**src/rtl/rotpic_pkg.sv**
```systemverilog
package rotpic_pkg;
   typedef enum logic [1:0] {
      SEQ_RUN  = 2'd0,
      SEQ_BASE = 2'd1,
      SEQ_SKIP = 2'd2,
      SEQ_MODE = 2'd3
   } seq_state_t;

   typedef enum logic [2:0] {
      OP_ROT_OFF = 3'd0,
      OP_EOI_NS  = 3'd1,
      OP_NOP     = 3'd2,
      OP_EOI_SP  = 3'd3,
      OP_ROT_ON  = 3'd4,
      OP_ROT_NS  = 3'd5,
      OP_SET_PRI = 3'd6,
      OP_ROT_SP  = 3'd7
   } svc_op_t;
endpackage

```
**src/rtl/rotpic_prio_find.sv**
```systemverilog
module rotpic_prio_find #(
   parameter int LINES = 8,
   parameter int LW    = $clog2(LINES)
) (
   input  logic [LINES-1:0] mask,
   input  logic [LW-1:0]    offset,
   output logic [LW:0]      pos
);
   logic [LW-1:0] idx;

   always_comb begin
      pos = (LW+1)'(LINES);
      idx = '0;
      for (int p = LINES - 1; p >= 0; p--) begin
         idx = offset + LW'(p);
         if (mask[idx]) pos = (LW+1)'(p);
      end
   end
endmodule

```
**src/rtl/rotpic_resolver.sv**
```systemverilog
module rotpic_resolver #(
   parameter int LINES     = 8,
   parameter int CASC_LINE = 2,
   parameter int LW        = $clog2(LINES)
) (
   input  logic [LINES-1:0] irr,
   input  logic [LINES-1:0] imr,
   input  logic [LINES-1:0] isr,
   input  logic [LW-1:0]    offset,
   input  logic             smm,
   input  logic             sfnm,
   output logic             win_valid,
   output logic [LW-1:0]    win_line,
   output logic             top_valid,
   output logic [LW-1:0]    top_line
);
   localparam int NFIND = 3;

   logic [LINES-1:0] masks [NFIND];
   logic [LW:0]      pos   [NFIND];
   logic [LINES-1:0] isr_eff;

   always_comb begin
      isr_eff = isr;
      if (smm)  isr_eff = isr_eff & ~imr;
      if (sfnm) isr_eff[CASC_LINE] = 1'b0;
   end

   assign masks[0] = irr & ~imr;
   assign masks[1] = isr_eff;
   assign masks[2] = isr;

   for (genvar k = 0; k < NFIND; k++) begin : g_find
      rotpic_prio_find #(.LINES(LINES), .LW(LW)) u_find (
         .mask   (masks[k]),
         .offset (offset),
         .pos    (pos[k])
      );
   end

   assign win_valid = pos[0] < pos[1];
   assign win_line  = pos[0][LW-1:0] + offset;
   assign top_valid = pos[2] != (LW+1)'(LINES);
   assign top_line  = pos[2][LW-1:0] + offset;
endmodule

```
**src/rtl/rotpic_init_seq.sv**
```systemverilog
module rotpic_init_seq import rotpic_pkg::*; (
   input  logic clk,
   input  logic rst_n,
   input  logic start,
   input  logic want4_in,
   input  logic odd_wr,
   output logic in_run,
   output logic ld_base,
   output logic ld_mode
);
   seq_state_t st_q, st_n;
   logic       want4_q, want4_n;

   assign in_run  = st_q == SEQ_RUN;
   assign ld_base = odd_wr && st_q == SEQ_BASE;
   assign ld_mode = odd_wr && st_q == SEQ_MODE;

   always_comb begin
      st_n    = st_q;
      want4_n = want4_q;
      if (start) begin
         st_n    = SEQ_BASE;
         want4_n = want4_in;
      end else if (odd_wr) begin
         case (st_q)
            SEQ_BASE: st_n = SEQ_SKIP;
            SEQ_SKIP: st_n = want4_q ? SEQ_MODE : SEQ_RUN;
            SEQ_MODE: st_n = SEQ_RUN;
            default:  st_n = SEQ_RUN;
         endcase
      end
   end

   always_ff @(posedge clk) begin
      if (!rst_n) begin
         st_q    <= SEQ_RUN;
         want4_q <= 1'b0;
      end else begin
         st_q    <= st_n;
         want4_q <= want4_n;
      end
   end

   a_r3_skip_after_base: assert property (@(posedge clk) disable iff (!rst_n)
      ld_base |=> st_q == SEQ_SKIP);
   a_r3_run_after_mode: assert property (@(posedge clk) disable iff (!rst_n)
      ld_mode |=> st_q == SEQ_RUN);
   a_r2_start_waits_base: assert property (@(posedge clk) disable iff (!rst_n)
      start |=> st_q == SEQ_BASE);
endmodule

```
**src/rtl/rotpic_core.sv**
```systemverilog
module rotpic_core import rotpic_pkg::*; #(
   parameter int LINES     = 8,
   parameter int CASC_LINE = 2
) (
   input  logic             clk,
   input  logic             rst_n,
   input  logic             bus_addr,
   input  logic             bus_wr,
   input  logic             bus_rd,
   input  logic [7:0]       bus_wdata,
   output logic [7:0]       bus_rdata,
   input  logic [LINES-1:0] irq_set,
   output logic             irq_out,
   input  logic             int_ack,
   output logic [7:0]       int_vector
);
   localparam int         LW        = $clog2(LINES);
   localparam logic [7:0] BASE_MASK = 8'hFF << LW;
   localparam logic [LW-1:0] IDLE_LINE = LW'(LINES - 1);

   if (LINES < 2 || LINES > 8 || (1 << LW) != LINES) begin : g_bad_lines
      $error("rotpic_core: LINES must be a power of two from 2 to 8");
   end
   if (CASC_LINE < 0 || CASC_LINE >= LINES) begin : g_bad_casc
      $error("rotpic_core: CASC_LINE must name a line");
   end

   logic [LINES-1:0] irr_q, isr_q, imr_q, irr_n, isr_n, imr_n;
   logic [LW-1:0]    off_q, off_n;
   logic [7:0]       base_q, base_n;
   logic poll_q, rsel_q, smm_q, sfnm_q, aeoi_q, rot_q;
   logic poll_n, rsel_n, smm_n, sfnm_n, aeoi_n, rot_n;

   logic             win_valid, top_valid;
   logic [LW-1:0]    win_line, top_line, cmd_line;
   logic             seq_run, ld_base, ld_mode;
   logic             even_wr, odd_wr, init_wr, mode_wr, svc_wr;
   svc_op_t          op;

   assign even_wr  = bus_wr && !bus_addr;
   assign odd_wr   = bus_wr && bus_addr;
   assign init_wr  = even_wr && bus_wdata[4];
   assign mode_wr  = even_wr && !bus_wdata[4] && bus_wdata[3];
   assign svc_wr   = even_wr && bus_wdata[4:3] == 2'b00;
   assign cmd_line = bus_wdata[LW-1:0];
   assign op       = svc_op_t'(bus_wdata[7:5]);

   rotpic_init_seq u_seq (
      .clk      (clk),
      .rst_n    (rst_n),
      .start    (init_wr),
      .want4_in (bus_wdata[0]),
      .odd_wr   (odd_wr),
      .in_run   (seq_run),
      .ld_base  (ld_base),
      .ld_mode  (ld_mode)
   );

   rotpic_resolver #(.LINES(LINES), .CASC_LINE(CASC_LINE), .LW(LW)) u_res (
      .irr       (irr_q),
      .imr       (imr_q),
      .isr       (isr_q),
      .offset    (off_q),
      .smm       (smm_q),
      .sfnm      (sfnm_q),
      .win_valid (win_valid),
      .win_line  (win_line),
      .top_valid (top_valid),
      .top_line  (top_line)
   );

   assign irq_out    = win_valid;
   assign int_vector = base_q | 8'(win_valid ? win_line : IDLE_LINE);

   always_comb begin
      bus_rdata = '0;
      if (bus_rd) begin
         if (poll_q)
            bus_rdata = win_valid ? (8'h80 | 8'(win_line)) : 8'(IDLE_LINE);
         else if (bus_addr)
            bus_rdata = 8'(imr_q);
         else
            bus_rdata = rsel_q ? 8'(isr_q) : 8'(irr_q);
      end
   end

   always_comb begin
      irr_n = irr_q;  isr_n = isr_q;  imr_n = imr_q;  off_n = off_q;
      base_n = base_q; poll_n = poll_q; rsel_n = rsel_q; smm_n = smm_q;
      sfnm_n = sfnm_q; aeoi_n = aeoi_q; rot_n = rot_q;

      // acknowledge cycle
      if (int_ack && win_valid) begin
         irr_n[win_line] = 1'b0;
         isr_n[win_line] = ~aeoi_q;
         if (aeoi_q && rot_q) off_n = win_line + LW'(1);
      end

      // polled read retires the winner
      if (bus_rd && poll_q) begin
         if (win_valid) begin
            irr_n[win_line] = 1'b0;
            isr_n[win_line] = 1'b0;
         end
         poll_n = 1'b0;
      end

      if (init_wr) begin
         imr_n  = '0;
         off_n  = '0;
         smm_n  = 1'b0;
         rsel_n = 1'b0;
         if (!bus_wdata[0]) begin
            sfnm_n = 1'b0;
            aeoi_n = 1'b0;
         end
      end else if (mode_wr) begin
         if (bus_wdata[2]) poll_n = 1'b1;
         if (bus_wdata[1]) rsel_n = bus_wdata[0];
         if (bus_wdata[6]) smm_n  = bus_wdata[5];
      end else if (svc_wr) begin
         case (op)
            OP_ROT_OFF, OP_ROT_ON: rot_n = bus_wdata[7];
            OP_EOI_NS, OP_ROT_NS: begin
               if (top_valid) begin
                  isr_n[top_line] = 1'b0;
                  if (op == OP_ROT_NS) off_n = top_line + LW'(1);
               end
            end
            OP_EOI_SP:  isr_n[cmd_line] = 1'b0;
            OP_SET_PRI: off_n = cmd_line + LW'(1);
            OP_ROT_SP: begin
               isr_n[cmd_line] = 1'b0;
               off_n = cmd_line + LW'(1);
            end
            default: ;
         endcase
      end

      if (odd_wr && seq_run) imr_n  = bus_wdata[LINES-1:0];
      if (ld_base)           base_n = bus_wdata & BASE_MASK;
      if (ld_mode) begin
         sfnm_n = bus_wdata[4];
         aeoi_n = bus_wdata[1];
      end

      irr_n = irr_n | irq_set;
   end

   always_ff @(posedge clk) begin
      if (!rst_n) begin
         irr_q <= '0; isr_q <= '0; imr_q <= '0; off_q <= '0; base_q <= '0;
         poll_q <= 1'b0; rsel_q <= 1'b0; smm_q <= 1'b0;
         sfnm_q <= 1'b0; aeoi_q <= 1'b0; rot_q <= 1'b0;
      end else begin
         irr_q <= irr_n; isr_q <= isr_n; imr_q <= imr_n; off_q <= off_n;
         base_q <= base_n; poll_q <= poll_n; rsel_q <= rsel_n; smm_q <= smm_n;
         sfnm_q <= sfnm_n; aeoi_q <= aeoi_n; rot_q <= rot_n;
      end
   end

   a_r2_init_clears: assert property (@(posedge clk) disable iff (!rst_n)
      init_wr |=> imr_q == '0 && off_q == '0 && !rsel_q && !smm_q);
   a_r3_mask_load: assert property (@(posedge clk) disable iff (!rst_n)
      odd_wr && seq_run |=> imr_q == $past(bus_wdata[LINES-1:0]));
   a_r5_irq_needs_request: assert property (@(posedge clk) disable iff (!rst_n)
      irq_out |-> (irr_q & ~imr_q) != '0);
   a_r6_ack_marks_service: assert property (@(posedge clk) disable iff (!rst_n)
      int_ack && win_valid && !aeoi_q && !bus_wr && !bus_rd |=> isr_q[$past(win_line)]);
   a_r7_auto_eoi_clear: assert property (@(posedge clk) disable iff (!rst_n)
      int_ack && win_valid && aeoi_q && !bus_wr && !bus_rd |=> !isr_q[$past(win_line)]);
   a_r10_poll_one_shot: assert property (@(posedge clk) disable iff (!rst_n)
      bus_rd && poll_q && !bus_wr |=> !poll_q);
   a_r13_strobe_lands: assert property (@(posedge clk) disable iff (!rst_n)
      irq_set != '0 |=> (irr_q & $past(irq_set)) == $past(irq_set));
endmodule

```
**config.mk**
```make
export PLATFORM = sky130hd
export DESIGN_NAME = rotpic_core
export DESIGN_NICKNAME = d
export VERILOG_FILES = /design/src/rtl/rotpic_pkg.sv /design/src/rtl/rotpic_prio_find.sv /design/src/rtl/rotpic_resolver.sv /design/src/rtl/rotpic_init_seq.sv /design/src/rtl/rotpic_core.sv
export SDC_FILE = /design/constraint.sdc
export NUM_CORES = 1
export LEC_CHECK = 0
export BUFFER_PORTS_ARGS = -buffer_cell sky130_fd_sc_hd__clkbuf_2
export CAP_MARGIN = 30
export CORE_MARGIN = 4
export CORE_UTILIZATION = 45
export DETAILED_ROUTE_END_ITERATION = 10
export HOLD_SLACK_MARGIN = 0.15
export PLACE_DENSITY_LB_ADDON = 0.25
export SETUP_SLACK_MARGIN = 0.3
export SLEW_MARGIN = 20
export SYNTH_ARGS = -nofsm -noshare
export SYNTH_HDL_FRONTEND = slang
export SYNTH_SLANG_ARGS = --single-unit
```
**constraint.sdc**
```tcl
create_clock -name clk -period 6.4 [get_ports clk]
set_input_delay 0 -clock clk [delete_from_list [all_inputs] [get_ports clk]]
set_output_delay 0 -clock clk [all_outputs]
set_load 0.01 [all_outputs]
```
Yosys cells after proc, flatten, opt, wreduce, memory -nomap -nowiden --
Cells that the tools add are included.
Storage, ports and cells: bits of input ports 22, output and inout bits 17, flip-flop bits (word level) 41, logic and storage cells 220
Cells by class: reductions and logical operators 32, mux-type cells 119, equal/unequal tests 11, $add $sub $neg 12, bitwise operators 17, $lt $le $gt $ge 15
Operator list (number):
- 2-to-1 mux 8 bit | 18
- 2-to-1 mux 4 bit | 24
- binary-select mux 1 bit (select 3 bit) | 24
- AND 8 bit | 7
- < comparator 3 x 4 -> 1 bit, second input constant | 11
- 2-to-1 mux 1 bit | 38
- inverter 8 bit | 4
- 2-to-1 mux 3 bit | 7
- case mux 8 bit (2 select lines) | 1
- logical AND 1 bit | 15
- adder 3 x 1 -> 3 bit, second input constant | 4
- adder 3 bit, second input constant | 4
- == test 3 bit, second input constant | 4
- OR reduction 2 bit | 5
- demux 1 bit (select 3 bit) | 3
- greater-or-equal comparator 3 x 1 -> 1 bit, second input constant | 3
- bitwise mux 8 bit | 1
- OR 8 x 3 -> 8 bit | 1
- OR 8 bit | 1
- adder 3 x 2 -> 3 bit, second input constant | 2
- adder 3 bit | 2
- case mux 3 bit (2 select lines) | 1
- AND reduction 2 bit | 3
- nonzero test 2 bit | 3
- 14 further kinds | 20

Logic depth before layout (Yosys ltp) --
Gate-level depths: netlist of the first run.
depth in word-level cells 28, depth in mapped cells 19, gate-level depth less buffers 15

Modules after synthesis --
A second synthesis of the first run with hierarchy kept.
Unflattened totals: cells, all modules 521, area, all modules 4770.8 sq um
Modules (own cells, without submodules):
- rotpic_core | times used 1, cells each 269, seq. area each 760.7 sq um, area each 2170.8 sq um
- rotpic_prio_find | times used 3, cells each 63, seq. area each 0.0 sq um, area each 688.2 sq um
- rotpic_resolver | times used 1, cells each 41, seq. area each 0.0 sq um, area each 331.6 sq um
- rotpic_init_seq | times used 1, cells each 22, seq. area each 60.1 sq um, area each 203.9 sq um

Worst setup path after synthesis of the first run --
Ideal clock, no wire load.
path kind register to register, start point reg off_q[1], end point reg isr_q[0], library setup time 86 ps, period minus slack after synthesis 4855 ps, path buffers 1, arrival 4769 ps, cell stages (with the launch flop) 15, required time 6314 ps, slack 1545 ps, cell sequence dfxtp_1 clkbuf_1 inv_2 ha_1 xnor2_2 mux4_2 nor2_1 or3_1 a21oi_1 nor3b_1 a2111oi_0 fa_1 or4b_2 or4_1 a211oi_1
Between the ends: longest elaborated chain between the ends 27, elaborated cells on any way between the ends 108, classes of those cells add/sub (9); order compare (5); eq/ne (1); mux (85); bitwise (5); reduce/logical (3)
Ends and longest elaborated chain:
- start: declaration | line rotpic_core.sv:29 | logic [LW-1:0] off_q, off_n;
- start signal: assignment | line rotpic_core.sv:156 | irr_q <= irr_n; isr_q <= isr_n; imr_q <= imr_n; off_q <= off_n;
- adder 3 bit | line rotpic_prio_find.sv:15 | idx = offset + LW'(p);
- binary-select mux 1 bit (select 3 bit) | line rotpic_prio_find.sv:16 | if (mask[idx]) pos = (LW+1)'(p);
- 2-to-1 mux 1 bit (implied by the code) | line rotpic_prio_find.sv:16
- 2-to-1 mux 4 bit (8 in series) | line rotpic_prio_find.sv:16
- adder 3 bit | line rotpic_resolver.sv:42 | assign win_line = pos[0][LW-1:0] + offset;
- < comparator 3 x 4 -> 1 bit (implied by the code) / greater-or-equal comparator 3 x 1 -> 1 bit (equally long branches) | line rotpic_core.sv:95, rotpic_core.sv:103
- logical AND 1 bit (implied by the code) | line rotpic_core.sv:95, rotpic_core.sv:103
- 2-to-1 mux 1 bit (implied by the code) | line rotpic_core.sv:95, rotpic_core.sv:103
- [4 not listed]
- 2-to-1 mux 8 bit | line rotpic_core.sv:101 | if (win_valid) begin
- 2-to-1 mux 8 bit | line rotpic_core.sv:100 | if (bus_rd && poll_q) begin
- AND 8 bit (no line)
- 2-to-1 mux 8 bit | line rotpic_core.sv:125 | if (top_valid) begin
- case mux 8 bit (2 select lines) | line rotpic_core.sv:122 | case (op)
- 2-to-1 mux 8 bit | line rotpic_core.sv:121 | end else if (svc_wr) begin
- 2-to-1 mux 8 bit | line rotpic_core.sv:117 | end else if (mode_wr) begin
- 2-to-1 mux 8 bit (*) | line rotpic_core.sv:108 | if (init_wr) begin
- end signal: assignment | line rotpic_core.sv:156
- end: declaration | line rotpic_core.sv:28 | logic [LINES-1:0] irr_q, isr_q, imr_q, irr_n, isr_n, imr_n;
Mark *: on every way between the ends. The rest lies on a longest branch, timed or not. The select of a mux whose other input is x is not followed. A chain may end at the register's enable or synchronous reset.

Worst setup path in the final report of the first run --
start point reg off_q[1], end point reg irr_q[1]
Between the ends: longest elaborated chain between the ends 23, elaborated cells on any way between the ends 70, classes of those cells add/sub (8); order compare (3); mux (53); bitwise (4); reduce/logical (2)
Ends and longest elaborated chain:
- adder 3 bit | line rotpic_prio_find.sv:15
- binary-select mux 1 bit (select 3 bit) | line rotpic_prio_find.sv:16
- 2-to-1 mux 1 bit (implied by the code) | line rotpic_prio_find.sv:16
- 2-to-1 mux 4 bit (8 in series) | line rotpic_prio_find.sv:16
- adder 3 bit | line rotpic_resolver.sv:42
- < comparator 3 x 4 -> 1 bit (implied by the code) / greater-or-equal comparator 3 x 1 -> 1 bit (equally long branches) | line rotpic_core.sv:94, rotpic_core.sv:102
- logical AND 1 bit (implied by the code) | line rotpic_core.sv:94, rotpic_core.sv:102
- 2-to-1 mux 1 bit (implied by the code) | line rotpic_core.sv:94, rotpic_core.sv:102
- demux 1 bit (select 3 bit) | line rotpic_core.sv:94, rotpic_core.sv:102
- inverter 8 bit (no line)
- AND 8 bit (no line)
- 2-to-1 mux 8 bit | line rotpic_core.sv:93 | if (int_ack && win_valid) begin
- AND 8 bit (no line)
- 2-to-1 mux 8 bit | line rotpic_core.sv:101
- 2-to-1 mux 8 bit (*) | line rotpic_core.sv:100
- OR 8 bit (*) | line rotpic_core.sv:147 | irr_n = irr_n | irq_set;
- end signal: assignment | line rotpic_core.sv:156
- end: declaration | line rotpic_core.sv:28
Marks and branches as above.

==> results.json, run 1 <==
{
  "synthCells": 504,
  "fin_cells": 654,
  "synth_area_per_cell_um2": 8.13,
  "die_height_um": 103,
  "arrival_ps": 5710,
  "max_stage_delay_ps": 920,
  "synthArstFlopShare": 0,
  "skew_ps": 4.48,
  "portBuffers": 38,
  "path_clk_slew_ps": 80,
  "placed_cells": 622,
  "synthFlopType": "dfxtp_1",
  "vias_per_cell": 6.19,
  "cts_buffers": 5,
  "finalPower_uw": 959,
  "status": "finished clean",
  "min_path_type": "in -> reg",
  "grt_max_degree": 31,
  "cp_cell_sequence": "inv_2 -> ha_1 -> mux4_2 -> nor2_1 -> or3_1 -> a21oi_1 -> nor3b_1 -> a2111oi_0 -> clkbuf_1 -> fa_1 -> xnor2_1 -> xnor2_1 -> buf_4 -> or2_0 -> nor2_1 -> a21oi_1 -> dlygate4sd3_1",
  "critical_path_class": "reg -> reg",
  "num_rows": 34,
  "syn_nets": 542,
  "syn_area_um2": 4100,
  "htreeDepth": 2,
  "cts.path.max_buffers": 2,
  "crit_fanout": 21,
  "layout-drive-gt1-share": 0.163,
  "cts_root_buffer": "clkbuf_8",
  "drv_cap": 0,
  "postCtsSetupBuffers": 0,
  "relSlewSlack": 0.398,
  "place_area_um2": 4310,
  "reg2reg_depth": 17,
  "dieArea_um2": 10700,
  "critPathLaunch": "off_q[1]",
  "num_antenna_cells": 0,
  "timing.rr.end": "irr_q[1]",
  "nets": 583,
  "clk_latency_ps": 290,
  "setup_viol": 0,
  "tightest_slew_ps": 902,
  "vias": 4049,
  "design.core.area_um2": 8810,
  "setup_tns_ps": 0,
  "final_cell_area_um2": 4660,
  "initial_core_util": 0.465,
  "dr.pass1.iters": 5,
  "crit_path_start_kind": "register",
  "yosysSeqAreaShare": 0.200,
  "report.final.slew_viol_count": 0,
  "grt_overflow": 0,
  "wl_per_cell_um": 18.5,
  "ant_nets": 0,
  "cts_tree": "built",
  "ir_drop_uv": 142,
  "grt_pass1_vias": 3865,
  "hold_viol_final": 0,
  "rsz0062_at_grt": "no",
  "r2r_start": "off_q[1]",
  "critPathCaptureType": "register",
  "yosys_warnings": 0,
  "fp.dieW_um": 103,
  "grt_usage": 0.234,
  "fmax_mhz": 183,
  "drcViolationCount": 0,
  "power_density_nw_per_um2": 206,
  "gp_congestion": 0.912,
  "drtIter0Drc": 284,
  "required_ps": 6640,
  "cts_resized": 0,
  "fin_crit_ps": 5470,
  "area_growth_pct": 13.8,
  "crit_end": "irr_q[1]",
  "critPathSlowestCell": "dfxtp_1",
  "synth_edf_count": 0,
  "synth_cell_types": 65,
  "numClockSinks": 41,
  "yosys_register_bits": 41,
  "wl_um": 12100,
  "io-pin-count": 39,
  "regToRegSetupSlack_ps": 930,
  "grt_pass1_wl_um": 19500,
  "p_leak_uw": 0.00183,
  "timing.final.crit_share": 0.855,
  "dp_hpwl_um": 9020,
  "antenna_found_initial": 0
}
[Yosys cell counts (all sizes together) (2+ instances only)]
cell,number,area [µm²]
nand2,44,165
ha,14,175
a221oi,6,52.6
and2,7,43.8
or3b,2,17.5
xnor2,6,60.1
or4,2,15.0
dfxtp,41,821
a22oi,11,82.6
mux4,18,405
nand4b,2,17.5
a21boi,5,37.5
o21ai,25,125
o21bai,3,22.5
clkbuf,23,86.3
and3,6,37.5
o22ai,4,25.0
inv,17,63.8
a21oi,45,225
nor3b,3,22.5
or2,8,50.1
a31oi,5,46.3
o31ai,11,82.6
o211ai,3,22.5
nor2,50,188
a21o,2,15.0
xor2,5,43.8
a32o,3,30.0
buf,8,51.3
o41ai,4,35.0
nor3,3,15.0
or4b,3,33.8
nor2b,15,93.8
a211oi,11,82.6
or3,7,43.8
mux2,19,214
nand3,11,55.1
mux2i,32,320
nand2b,6,37.5
fa,2,40.0
[worst max-delay path: cells and delay by family (launching register included)]
family,cells,cell delay (ps)
simple gates,5,910
mux,1,360
compound gates,3,900
xor+xnor,2,280
flops,1,920
buf+inv,4,1140
fa+ha+maj,2,900
[placed cells by master (no fill, tap or decap), types with 4 or more instances in the layout]
| cell | Yosys | layout |
|---|---|---|
| a21oi_1 | 45 | 45 |
| a211oi_1 | 11 | 11 |
| nor2b_1 | 15 | 15 |
| a21boi_1 | 4 | 4 |
| a221oi_1 | 6 | 6 |
| and2_1 | 7 | 7 |
| mux2i_1 | 32 | 32 |
| mux2_2 | 11 | 11 |
| nor2_1 | 50 | 50 |
| xor2_1 | 5 | 5 |
| a22oi_1 | 11 | 11 |
| a31oi_1 | 4 | 4 |
| ha_1 | 14 | 14 |
| nand2_1 | 44 | 44 |
| clkbuf_8 | 0 | 6 |
| o31ai_1 | 11 | 11 |
| dfxtp_1 | 41 | 41 |
| clkbuf_2 | 0 | 38 |
| and3_1 | 6 | 6 |
| dlygate4sd3_1 | 0 | 22 |
| mux4_2 | 18 | 18 |
| mux2_1 | 8 | 8 |
| or3_1 | 7 | 7 |
| inv_1 | 14 | 14 |
| o21ai_0 | 21 | 21 |
| xnor2_1 | 5 | 5 |
| o41ai_1 | 4 | 4 |
| o22ai_1 | 4 | 4 |
| nand3_1 | 11 | 11 |
| nand2b_1 | 6 | 6 |
[power breakdown]
part	leakage, µW	switching [µW]	internal, µW
Clock	0.0000585	91.0	127
Sequential	0.000335	24.8	269
Combinational	0.00143	267	179
Total	0.00183	383	576
[per-layer routing]
metal | global-route usage | vias to the layer above | wire length [µm] | part of all wire
met3 | 0.0382 | 16 | 689 | 0.057
met1 | 0.314 | 1929 | 5350 | 0.44
met2 | 0.395 | 142 | 5850 | 0.48
met5 | 0 | - | 0 | 0
li1 | - | 1962 | - | -
met4 | 0.0538 | 0 | 208 | 0.017
[area by class of cell]
type | instances | area, µm²
Inverter | 18 | 67.6
Clock buffer | 7 | 86.3
Sequential cell | 41 | 821
Fill cell | 829 | 4140
Multi-Input combinational cell | 414 | 3080
Tap cell | 108 | 135
Timing Repair Buffer | 65 | 448
Clock inverter | 1 | 30.0
[cell families after synthesis]
kind of cell	Yosys count	share of synthesized area
compound gates	146	0.233
xor+xnor	11	0.0253
fa+ha+maj	16	0.0525
buf+inv	49	0.0501
flops	41	0.200
mux	69	0.229
simple gates	172	0.209
[state kept, by name, indices dropped and copies added (netlist names)]
signal and count:
rsel_q 1, aeoi_q 1, rot_q 1, isr_q 8, u_seq.want4_q 1, off_q 3, poll_q 1, sfnm_q 1
irr_q 8, smm_q 1, base_q 5, u_seq.st_q 2, imr_q 8
[what timing repair did]
item / 4_1_cts / 5_1_grt
setup endpoints to repair: 0 / 0
endpoints found under the hold margin: 24 / 0
hold buffers: 22 / 0
[worst min path at each step]
stage / start / end / slack [ps] / cells after the start
final: bus_wdata[2] / imr_q[2] / 190 / 3
after global routing: int_ack / isr_q[3] / 210 / 4
after CTS: bus_wdata[2] / imr_q[2] / 170 / 3
after detailed placement: irq_set[7] / irr_q[7] / 230 / 3
after global placement: irq_set[7] / irr_q[7] / 220 / 3
after floorplan: bus_rd / bus_rdata[7] / 110 / 1
[through the flow]
| stage | setup WS, ps | hold slack [ps] | utilization |
|---|---|---|---|
| after floorplan | 1540 | 112 | - |
| after global placement | 989 | 222 | 0.490 |
| after detailed placement | 861 | 235 | 0.490 |
| after CTS | 787 | 165 | 0.528 |
| after global routing | 507 | 208 | 0.530 |
| final | 927 | 187 | 0.530 |
Power figures use the tool's default switching activity.
==> run 2, diff against run 1 <==
Settings changed: CORE_ASPECT_RATIO from default to 0.7, PLACE_DENSITY_LB_ADDON 0.25 to default.
==> run 2 against run 1 <==
- sequential share of layout area fell by 0.066 points
- wire length grew 5.1%
- combinational power is essentially flat
- worst hold slack got worse by 20 ps
- critical path depth is 5 lower
- cell count increased by 0.76%
- sequential cell count did not move
- critical endpoint is now isr_q[0]
- largest cell class unchanged
==> results.json, run 2 (synthesis results as in run 1) <==
{
  "status": "finished clean",
  "drtIter0Drc": 398,
  "ant_nets": 0,
  "vias_per_cell": 6.17,
  "required_ps": 6590,
  "path_clk_slew_ps": 60,
  "crit_path_start_kind": "register",
  "clk_latency_ps": 290,
  "cts_buffers": 5,
  "dr.pass1.iters": 5,
  "wl_um": 12700,
  "drv_cap": 0,
  "final_common_cell": "nor2_1",
  "skew_ps": 4.35,
  "place_ws_ps": 1580,
  "critical_path_class": "reg -> reg",
  "antenna_found_initial": 0,
  "nets": 576,
  "postCtsSetupBuffers": 0,
  "final.setup.worst_slack_ps": 1510,
  "cts.path.max_buffers": 2,
  "fp.dieW_um": 122,
  "min_path_type": "in -> reg",
  "ir_drop_uv": 162,
  "cts_tree": "built",
  "area_growth_pct": 14.2,
  "grt_max_degree": 32,
  "gp_congestion": 0.945,
  "crit_fanout": 14,
  "grt_overflow": 0,
  "p_leak_uw": 0.00184,
  "num_rows": 28,
  "die_height_um": 87.8,
  "hold_viol_final": 0,
  "rsz0062_at_grt": "no",
  "design.core.area_um2": 8650,
  "portBuffers": 38,
  "vias": 4063,
  "setup_viol": 0,
  "fin_crit_ps": 4890,
  "grt_pass1_vias": 3675,
  "report.final.slew_viol_count": 0,
  "numClockSinks": 41,
  "layout-drive-gt1-share": 0.173,
  "wl_per_cell_um": 19.3,
  "grt_usage": 0.244,
  "io-pin-count": 39,
  "fmax_mhz": 205,
  "layout_common_cells": "nor2_1, a21oi_1, nand2_1",
  "cts_hold_buf": 13,
  "cts_resized": 0,
  "placed_cells": 637,
  "critPathCaptureType": "register",
  "tightest_slew_ps": 896,
  "setup_tns_ps": 0,
  "dieArea_um2": 10700,
  "initial_core_util": 0.474,
  "grt_pass1_wl_um": 20300,
  "power_density_nw_per_um2": 228,
  "num_antenna_cells": 0,
  "drcViolationCount": 0,
  "reg.largest.list": "imr_q (8), irr_q (8), isr_q (8)",
  "relSlewSlack": 0.387,
  "cts_root_buffer": "clkbuf_16",
  "htreeDepth": 2,
  "fin_cells": 659,
  "timing.final.crit_share": 0.763,
  "arrival_ps": 5080,
  "dp_hpwl_um": 9660
}
run 2: changes by cell type in the layout (fill, tap and decap cells not counted):
cell	previous run	this run
clkbuf_16	0	5
buf_4	3	6
clkbuf_8	6	0
dlygate4sd3_1	22	13
clkinv_2	0	1
clkbuf_1	2	0
bufinv_16	1	2
run 2: worst paths after layout:
| kind | startpoint | endpoint | slack (ps) | depth (start not counted) |
|---|---|---|---|---|
| max | off_q[0] | isr_q[0] | 1510 | 12 |
| min | bus_wdata[7] | base_q[7] | 170 | 3 |
| max reg2reg | off_q[0] | isr_q[0] | 1510 | 12 |
| min reg2reg | u_seq.want4_q | u_seq.want4_q | 470 | 2 |
run 2: where the power goes:
group	leakage (µW)	internal [µW]	total, µW	switching (µW)
sequential	0.000335	270	297	27.7
clock	0.0000938	223	328	106
combinational	0.00141	175	443	269
run 2: cell type report:
class	count	area (µm²)
Clock buffer	5	125
Clock inverter	3	65.1
Fill cell	852	3970
Inverter	18	67.6
Multi-Input combinational cell	414	3080
Sequential cell	41	821
Tap cell	120	150
Timing Repair Buffer	58	377
run 2: critical path, stage by stage (launching register included):
cell       delay (ps)
dfxtp_1           340
inv_2             100
ha_1              680
mux4_2            370
nor2_1             40
or3_1             300
a21oi_1           150
nor3b_1            70
a2111oi_0         750
fa_1              650
or4b_2            730
or4_1             420
a211oi_1          190
run 2: routing by layer:
layer  vias to the layer above  routed length, µm  share of wire  GRT usage
li1                       1948                  -              -          -
met1                      1948               6240           0.49      0.367
met2                       155               5330           0.42      0.359
met3                        12               1040          0.081     0.0587
met4                         0                119         0.0094     0.0417
met5                         -                  0              0          0
run 2: stage by stage:
| step | instance area (µm²) | util | hold slack, ps | total power (µW) |
|---|---|---|---|---|
| finish | 4680 | 0.541 | 166 | 1070 |
| detailed placement | 4350 | 0.503 | 223 | 716 |
| floorplan | 4100 | - | 112 | 595 |
| global placement | 4350 | 0.503 | 219 | 712 |
| global route | 4680 | 0.541 | 184 | 1130 |
| CTS | 4670 | 0.540 | 159 | 1050 |
